File: config.mk
export PLATFORM = sky130hd
export DESIGN_NAME = vec_intc
export DESIGN_NICKNAME = d
export VERILOG_FILES = /design/src/rtl/vic_pkg.sv /design/src/rtl/vic_capture.sv /design/src/rtl/vic_regs.sv /design/src/rtl/vic_prio.sv /design/src/rtl/vec_intc.sv
export SDC_FILE = /design/constraint.sdc
export NUM_CORES = 1
export LEC_CHECK = 0
export BUFFER_PORTS_ARGS = -buffer_cell sky130_fd_sc_hd__clkbuf_2
export CORE_MARGIN = 1
export CORE_UTILIZATION = 40
export CTS_CLUSTER_SIZE = 28
export DETAILED_ROUTE_END_ITERATION = 10
export GPL_TIMING_DRIVEN = 1
export HOLD_SLACK_MARGIN = 0.06
export PLACE_DENSITY_LB_ADDON = 0.12
export SYNTH_ARGS = -nofsm -noshare
export SYNTH_HDL_FRONTEND = slang
export SYNTH_HIERARCHICAL = 1
export SYNTH_SLANG_ARGS = --single-unit
File: constraint.sdc
create_clock -name clk -period 7.8 [get_ports clk]
set_clock_uncertainty 0.2 [all_clocks]
set_input_delay 0.39 -clock clk [delete_from_list [all_inputs] [get_ports clk]]
set_output_delay 0.39 -clock clk [all_outputs]
set_load 0.05 [all_outputs]
File: src/rtl/vic_pkg.sv
package vic_pkg;

  typedef enum logic [2:0] {
    RG_STAT   = 3'd0,
    RG_PEND   = 3'd1,
    RG_ENAB   = 3'd2,
    RG_ACK    = 3'd3,
    RG_SETEN  = 3'd4,
    RG_CLREN  = 3'd5,
    RG_VEC    = 3'd6,
    RG_MASTER = 3'd7
  } vic_reg_e;

  typedef struct packed {
    logic stat;
    logic enab;
    logic ack;
    logic seten;
    logic clren;
    logic master;
  } vic_wr_t;

endpackage

File: src/rtl/vic_capture.sv
module vic_capture #(
  parameter int N = 32,
  parameter logic [N-1:0] EDGE_MASK = '0
) (
  input  logic         clk,
  input  logic         rst,
  input  logic [N-1:0] src,
  input  logic         hw_en,
  output logic [N-1:0] hit
);

  logic [N-1:0] prev_q;

  always_ff @(posedge clk) begin
    if (rst) prev_q <= '0;
    else     prev_q <= src;
  end

  for (genvar i = 0; i < N; i++) begin : g_src
    if (EDGE_MASK[i]) begin : g_edge
      assign hit[i] = hw_en & src[i] & ~prev_q[i];
    end else begin : g_level
      assign hit[i] = hw_en & src[i];
    end
  end

endmodule

File: src/rtl/vic_regs.sv
module vic_regs
  import vic_pkg::*;
#(
  parameter int N = 32
) (
  input  logic         clk,
  input  logic         rst,
  input  vic_wr_t      wr,
  input  logic [N-1:0] wdata,
  input  logic [N-1:0] hit,
  output logic [N-1:0] status_q,
  output logic [N-1:0] enable_q,
  output logic [1:0]   master_q,
  output logic [N-1:0] status_d,
  output logic [N-1:0] enable_d,
  output logic [1:0]   master_d
);

  always_comb begin
    status_d = status_q;
    if (wr.stat && !master_q[1]) status_d = wdata;
    if (wr.ack)                  status_d = status_d & ~wdata;
    status_d = status_d | hit;
  end

  always_comb begin
    enable_d = enable_q;
    if (wr.enab)  enable_d = wdata;
    if (wr.seten) enable_d = enable_q | wdata;
    if (wr.clren) enable_d = enable_q & ~wdata;
  end

  assign master_d = wr.master ? wdata[1:0] : master_q;

  always_ff @(posedge clk) begin
    if (rst) begin
      status_q <= '0;
      enable_q <= '0;
      master_q <= '0;
    end else begin
      status_q <= status_d;
      enable_q <= enable_d;
      master_q <= master_d;
    end
  end

endmodule

File: src/rtl/vic_prio.sv
module vic_prio #(
  parameter int N = 32,
  localparam int IDX_W = (N > 1) ? $clog2(N) : 1
) (
  input  logic [N-1:0]     pend,
  output logic [IDX_W-1:0] idx,
  output logic             any
);

  always_comb begin
    idx = '0;
    for (int i = N - 1; i >= 0; i--) begin
      if (pend[i]) idx = IDX_W'(i);
    end
  end

  assign any = |pend;

endmodule

File: src/rtl/vec_intc.sv
module vec_intc
  import vic_pkg::*;
#(
  parameter int NUM_SRC = 32,
  parameter int DATA_W  = 32,
  parameter logic [NUM_SRC-1:0] EDGE_MASK = 32'hFFFF_0000,
  localparam int LANE_W = $clog2(DATA_W / 8),
  localparam int ADDR_W = LANE_W + 3,
  localparam int IDX_W  = (NUM_SRC > 1) ? $clog2(NUM_SRC) : 1
) (
  input  logic              clk,
  input  logic              rst,
  input  logic              bus_en,
  input  logic              bus_we,
  input  logic [ADDR_W-1:0] bus_addr,
  input  logic [DATA_W-1:0] bus_wdata,
  output logic [DATA_W-1:0] bus_rdata,
  input  logic [NUM_SRC-1:0] irq_src,
  output logic              irq_out
);

  vic_reg_e     word;
  logic         aligned;
  logic         do_wr;
  logic         do_rd;
  vic_wr_t      wr;

  logic [NUM_SRC-1:0] hit;
  logic [NUM_SRC-1:0] status_q, enable_q, status_d, enable_d;
  logic [1:0]         master_q, master_d;
  logic [NUM_SRC-1:0] pend_q;
  logic [IDX_W-1:0]   vec_idx;
  logic               vec_any;
  logic [DATA_W-1:0]  rd_mux;

  assign word    = vic_reg_e'(bus_addr[ADDR_W-1:LANE_W]);
  assign aligned = (bus_addr[LANE_W-1:0] == '0);
  assign do_wr   = bus_en &  bus_we & aligned;
  assign do_rd   = bus_en & ~bus_we & aligned;

  always_comb begin
    wr        = '0;
    wr.stat   = do_wr && (word == RG_STAT);
    wr.enab   = do_wr && (word == RG_ENAB);
    wr.ack    = do_wr && (word == RG_ACK);
    wr.seten  = do_wr && (word == RG_SETEN);
    wr.clren  = do_wr && (word == RG_CLREN);
    wr.master = do_wr && (word == RG_MASTER);
  end

  vic_capture #(.N(NUM_SRC), .EDGE_MASK(EDGE_MASK)) u_capture (
    .clk   (clk),
    .rst   (rst),
    .src   (irq_src),
    .hw_en (master_q[1]),
    .hit   (hit)
  );

  vic_regs #(.N(NUM_SRC)) u_regs (
    .clk      (clk),
    .rst      (rst),
    .wr       (wr),
    .wdata    (bus_wdata[NUM_SRC-1:0]),
    .hit      (hit),
    .status_q (status_q),
    .enable_q (enable_q),
    .master_q (master_q),
    .status_d (status_d),
    .enable_d (enable_d),
    .master_d (master_d)
  );

  assign pend_q = status_q & enable_q;

  vic_prio #(.N(NUM_SRC)) u_prio (
    .pend (pend_q),
    .idx  (vec_idx),
    .any  (vec_any)
  );

  always_comb begin
    rd_mux = '0;
    unique case (word)
      RG_STAT:   rd_mux[NUM_SRC-1:0] = status_q;
      RG_PEND:   rd_mux[NUM_SRC-1:0] = pend_q;
      RG_ENAB:   rd_mux[NUM_SRC-1:0] = enable_q;
      RG_VEC: begin
        if (vec_any) rd_mux[IDX_W-1:0] = vec_idx;
        else         rd_mux = '1;
      end
      RG_MASTER: rd_mux[1:0] = master_q;
      default:   rd_mux = '0;
    endcase
  end

  always_ff @(posedge clk) begin
    if (rst) begin
      bus_rdata <= '0;
      irq_out   <= 1'b0;
    end else begin
      if (do_rd) bus_rdata <= rd_mux;
      irq_out <= master_d[0] & (|(status_d & enable_d));
    end
  end

endmodule

==> results of run 1 <==
==> kinds of logic (layout without fill, tap and decap cells) <==
logic type             Yosys count  after routing  synth area share (%)
multiplexers                    62             62                  8.65
buffers and inverters           68            172                  5.33
flip-flops                     115            115                  32.0
AO/OA/AOI/OAI                  169            169                  20.9
AND/OR/NAND/NOR                450            450                  33.1
==> cells in the mapped netlist (24+ instances only) <==
library cell / n / area share [%]
nor3_1: 132 / 9.2
dfxtp_1: 115 / 32
nor2_1: 82 / 4.3
nand2_1: 70 / 3.6
mux2i_1: 60 / 8.3
and2_1: 50 / 4.3
nor4_1: 40 / 3.5
a21oi_1: 39 / 2.7
o2bb2ai_1: 29 / 3.5
clkbuf_1: 26 / 1.4
o32ai_2: 25 / 5.6
nor2b_1: 24 / 2.1
==> area by class of cell <==
class	count	area share, %
Multi-Input combinational cell	681	53.2
Sequential cell	115	27.0
Timing Repair Buffer	132	9.08
Clock buffer	21	5.51
Tap cell	225	3.30
Clock inverter	11	1.55
Inverter	8	0.352
==> critical path, cell delays in order <==
cell and delay, ns:
clkbuf_2 0.09, nor4bb_1 0.42, nand2b_1 0.20, nor2_4 0.13, buf_4 0.49, or2_2 0.98, a21oi_1 0.23, a211oi_1 0.30
a22oi_1 0.11, nand4_1 0.11, nor4_1 0.05, nor3b_1 0.17
==> state kept, by name, summed over array words and instances (netlist names) <==
name              flops
u_regs/master_q       2
u_capture/prev_q     16
bus_rdata            32
irq_out               1
u_regs/enable_q      32
u_regs/status_q      32
==> routing by layer <==
metal / track usage [%] / up-vias
li1: - / 3400
met1: 36.0 / 3247
met2: 37.3 / 190
met3: 4.77 / 29
met4: 9.01 / 0
met5: 0 / -
==> power groups by stage <==
stage / clock [mW] / sequential (mW) / combinational (mW)
floorplan: 0 / 0.613 / 0.0585
detailed placement: 0 / 0.611 / 0.108
finish: 0.811 / 0.599 / 0.115
CTS: 0.822 / 0.599 / 0.115
global route: 0.845 / 0.599 / 0.124
global placement: 0 / 0.611 / 0.107
==> worst paths after layout <==
| check | start | to | slack (ns) | depth (start not counted) |
|---|---|---|---|---|
| worst max-delay path | bus_addr[1] | irq_out | 4.23 | 12 |
| worst min-delay path | bus_wdata[5] | u_regs/enable_q[5] | 0.17 | 3 |
| worst max register to register | u_regs/enable_q[27] | bus_rdata[19] | 4.36 | 9 |
| worst min register to register | bus_rdata[26] | bus_rdata[26] | 0.25 | 2 |
==> stage by stage <==
step / setup slack (ns) / cell area, µm² / util, %
after detailed placement: 3.75 / 7760 / 44.5
after CTS: 4.19 / 8540 / 49.0
final: 4.23 / 8540 / 49.0
after floorplan: 5.05 / 7200 / -
after global routing: 3.90 / 8540 / 49.0
after global placement: 3.77 / 7760 / 44.5
==> results_dict.tcl, run 1 <==
set metrics [dict create \
    vias 6866 \
    totalPowerFinal_mw 1.52 \
    layout.cells.non_filler 1193 \
    grt_pass1_wl_mm 35.2 \
    seqCellArea_mm2 0.00230 \
    synth_edf_count 0 \
    dpl.hpwl_mm 15.6 \
    routed_via_density 5.76 \
    p_comb_share_pct 7.6 \
    layout_common_cells "131 x nor3_1, 115 x dfxtp_1, 104 x clkbuf_2, 79 x nor2_1, 70 x nand2_1" \
    switching_share_pct 23.8 \
    clockRootBuffer "clkbuf_16" \
    syn2layout_area_growth_pct 18.6 \
    status "finished clean" \
    synthArstFlopShare_pct 0 \
    ant_nets 0 \
    cts_sinks 115 \
    cts_made_buffers 17 \
    multi_input_area_mm2 0.00455 \
    finalCritPeriodShare_pct 45.8 \
    fin_setup_tns_ns 0 \
    fp.dieW_um 136 \
    endpoint_kind "flip-flop" \
    htree_levels 4 \
    synth_fp_nets 937 \
    drc_errors 0 \
    synthDistinctLibCells 50 \
    die_area_mm2 0.0185 \
    place_inst 1143 \
    tritoncts "built" \
    hold_viol 0 \
    finalSetupViolCount 0 \
    row_count 48 \
    antenna_found_initial 0 \
    mostFrequentLayoutCell "nor3_1" \
    clock_latency_ns 0.43 \
    crit_arrival_ns 3.72 \
    diodes 0 \
    clock.fmax_mhz 280 \
    relSlewSlack_pct 22.7 \
    syn_area_mm2 0.00720 \
    worstSetupPathType "in2reg" \
    detail_route.wl_per_cell_um 18.9 \
    clock_path_buffers 2 \
    clkTransAtPathRegs_ns 0.06 \
    die_h_um 136 \
    peakVddDrop_uv 160 \
    first_pass_iters 5 \
    route.top_layer_used "met4" \
    wl_met3_mm 1.06 \
    drt_iter0_drc 545 \
    grt_pass1_vias 6309 \
    fill_cells 1714 \
    p_switching_uw 362 \
    cp_data_required_time_ns 7.94 \
    initial_core_util_pct 41.3 \
    fin_hold_ws_ns 0.174 \
    hold_path_class "in2reg" \
    core_mm2 0.0174 \
    nets 1028 \
    cts.repair.resized 0 \
    post_cts_buffers 0 \
    layout-drive-gt1-share_pct 21.9 \
    io_pins 106 \
    clockPowerShare_pct 53.2 \
    routed_wl_mm 22.5 \
    cp-start-kind "primary input" \
    avgSynthCellArea_um2 8.33 \
    p_seq_share_pct 39.3 \
    postCtsHoldBufs 18 \
    synth_warnings 6 \
    tightest_slew_ns 1.16 \
    routabilityCongestion 0.828 \
    synthCells 864 \
    finalMaxSlewViolations 0 \
    period_needed_ns 3.57 \
    track_usage_pct 25.2 \
    grt_max_degree 65 \
    port_buffers 105 \
    drv_cap 0 \
    wl_met2_mm 9.97 \
    rsz0062_at_grt "false" \
    ys.flop_type "dfxtp_1" \
    synth-seq-cells 115 \
    ys_seq_area_share_pct 32.0 \
    worstPathMaxFanout 33 \
    wl_met1_mm 11.1 \
    grt_overflow_total 0 \
    power.density_mw_per_mm2 179 \
    leakagePower_nw 3.25 \
    p_int_mw 1.16 \
]
Power figures use the tool's default switching activity.
==> inputs of run 2 (changes only) <==
- clock period: 7.8 -> 3.3 ns (I/O delays scaled with it)
==> run 2 against run 1 <==
Combinational power grew to 2.8 times the previous value. Die area did not move. Sequential cell count unchanged. Worst setup slack lost 3.7 ns. Hold slack got worse by 0.10 ns. Non-clock buffer count increased by 61. Utilization up 3.2 points. Design area up 6.5%. Critical path depth is 3 lower. Global-route usage rose by 1.1 points. Total power increased by 130%. Register-to-register slack got worse by 3.8 ns. Critical path type is now reg2reg. Critical endpoint is now bus_rdata[8].
==> results_dict.tcl, run 2 (synthesis results as in run 1) <==
set metrics [dict create \
    clkTransAtPathRegs_ns 0.06 \
    row_count 48 \
    htree_levels 4 \
    first_pass_iters 5 \
    dpl.hpwl_mm 16.8 \
    io_pins 106 \
    tritoncts "built" \
    track_usage_pct 26.3 \
    whs_endpoint "u_regs/status_q[10]" \
    power.density_mw_per_mm2 387 \
    tightest_slew_ns 0.863 \
    path_cells "and2_1 -> nor4_1 -> nand3_1 -> nor3_2 -> nand4_1 -> nor3_2 -> buf_4 -> o21ai_0 -> a21oi_1" \
    fin_hold_ws_ns 0.0721 \
    peakVddDrop_uv 344 \
    status "finished clean" \
    slowest_delay_ns 0.38 \
    fp.dieW_um 136 \
    critical_path_buf_inv_count 1 \
    hold_depth 4 \
    diodes 0 \
    detail_route.wl_per_cell_um 18.9 \
    routed_wl_mm 23.8 \
    grt_pass1_wl_mm 36.6 \
    finalMaxSlewViolations 0 \
    place_area_mm2 0.00790 \
    worstSetupPathType "reg2reg" \
    clock_path_buffers 2 \
    vias 7142 \
    endpoint_kind "flip-flop" \
    finalSetupViolCount 0 \
    path_delay_family "simple AND/OR/NAND/NOR gates" \
    crit_arrival_ns 2.93 \
    fill_cells 1718 \
    routed_via_density 5.70 \
    min_from "irq_src[10]" \
    grt_max_degree 48 \
    hold_viol 0 \
    antenna_found_initial 0 \
    period_needed_ns 2.77 \
    finalInstanceArea_mm2 0.00909 \
    routabilityCongestion 0.855 \
    r2r_slack_ns 0.53 \
    place_inst 1159 \
    worstPathMaxFanout 20 \
    clock.fmax_mhz 361 \
    post-place-ws_ns 0.222 \
    path_common_cell "nor3_2" \
    leakagePower_nw 3.53 \
    layout_common_cells "131 x nor3_1, 115 x dfxtp_1, 104 x clkbuf_2, 79 x nor2_1, 70 x nand2_1" \
    cts_sinks 115 \
    clock_latency_ns 0.42 \
    relSlewSlack_pct 42.3 \
    layout.cells.non_filler 1254 \
    drt_iter0_drc 659 \
    cp-start-kind "flip-flop" \
    core_mm2 0.0174 \
    clockRootBuffer "clkbuf_16" \
    cts_made_buffers 17 \
    initial_core_util_pct 41.3 \
    critical_path_depth 9 \
    r2r_cells 9 \
    reg_top3 "bus_rdata x32, u_regs/enable_q x32, u_regs/status_q x32" \
    drv_cap 0 \
    grt_pass1_vias 6523 \
    rsz0062_at_grt "false" \
    reg2reg_to "bus_rdata[8]" \
    port_buffers 105 \
    cp_data_required_time_ns 3.46 \
    nets 1089 \
    finalCritPeriodShare_pct 84.0 \
    r2r_start "u_regs/enable_q[27]" \
    die_area_mm2 0.0185 \
    mostFrequentLayoutCell "nor3_1" \
    grt_overflow_total 0 \
    setup_ws_ns 0.528 \
    layout-drive-gt1-share_pct 21.9 \
    hold_path_class "in2reg" \
    die_h_um 136 \
    ant_nets 0 \
    drc_errors 0 \
    slowest_stage "nor4_1" \
    syn2layout_area_growth_pct 26.3 \
    fin_setup_tns_ns 0 \
]
run 2: cell count changes in the layout (fill, tap and decap cells not counted), sizes merged:
cell	previous run	this run
dlygate4sd3	18	63
buf	10	26
bufinv	3	2
clkinv	7	8
run 2: timing repair:
action                    4_1_cts  5_1_grt
hold endpoints to repair      102        0
hold buffers                   63        0
setup buffers                   0        0
resized for setup               0        0
run 2: cell type report:
class	instances	area, µm²	area share, %
well taps	225	282	3.10
clock inverters	11	111	1.22
flip-flops and latches	115	2300	25.3
clock buffers	21	450	4.95
inverters	8	30.0	0.330
multi-input cells	681	4530	49.9
repair buffers	193	1380	15.2
run 2: worst max-delay path by stage:
stage,start,end,slack (ns)
2_1_floorplan,bus_addr[3],irq_out,0.77
3_3_place_gp,bus_addr[1],irq_out,0.22
3_5_place_dp,bus_addr[1],irq_out,0.22
4_1_cts,u_regs/enable_q[24],bus_rdata[0],0.62
5_1_grt,u_regs/status_q[27],bus_rdata[8],0.36
6_report,u_regs/enable_q[27],bus_rdata[8],0.53
run 2: worst register-to-register path, stage by stage (launching register included):
cell	delay, ns
dfxtp_1	0.33
and2_1	0.20
nor4_1	0.38
nand3_1	0.22
nor3_2	0.26
nand4_1	0.18
nor3_2	0.26
buf_4	0.28
o21ai_0	0.19
a21oi_1	0.20
run 2: through the flow:
step / util [%] / power, mW
after detailed placement: 45.4 / 1.71
after global routing: 52.2 / 3.64
after CTS: 52.2 / 3.55
final: 52.2 / 3.52
after floorplan: - / 1.59
after global placement: 45.4 / 1.71
run 2: layer usage:
metal	global-route usage, %	routed length, µm	vias to the layer above
met5	0	0	-
li1	-	-	3518
met1	35.9	11200	3351
met2	40.9	10800	249
met4	9.07	380	0
met3	5.41	1380	24
run 2: where the power goes:
part | switching, mW | leakage (nW) | internal (mW)
sequential | 0.00822 | 0.931 | 1.41
combinational | 0.180 | 2.32 | 0.142
clock | 0.661 | 0.280 | 1.12
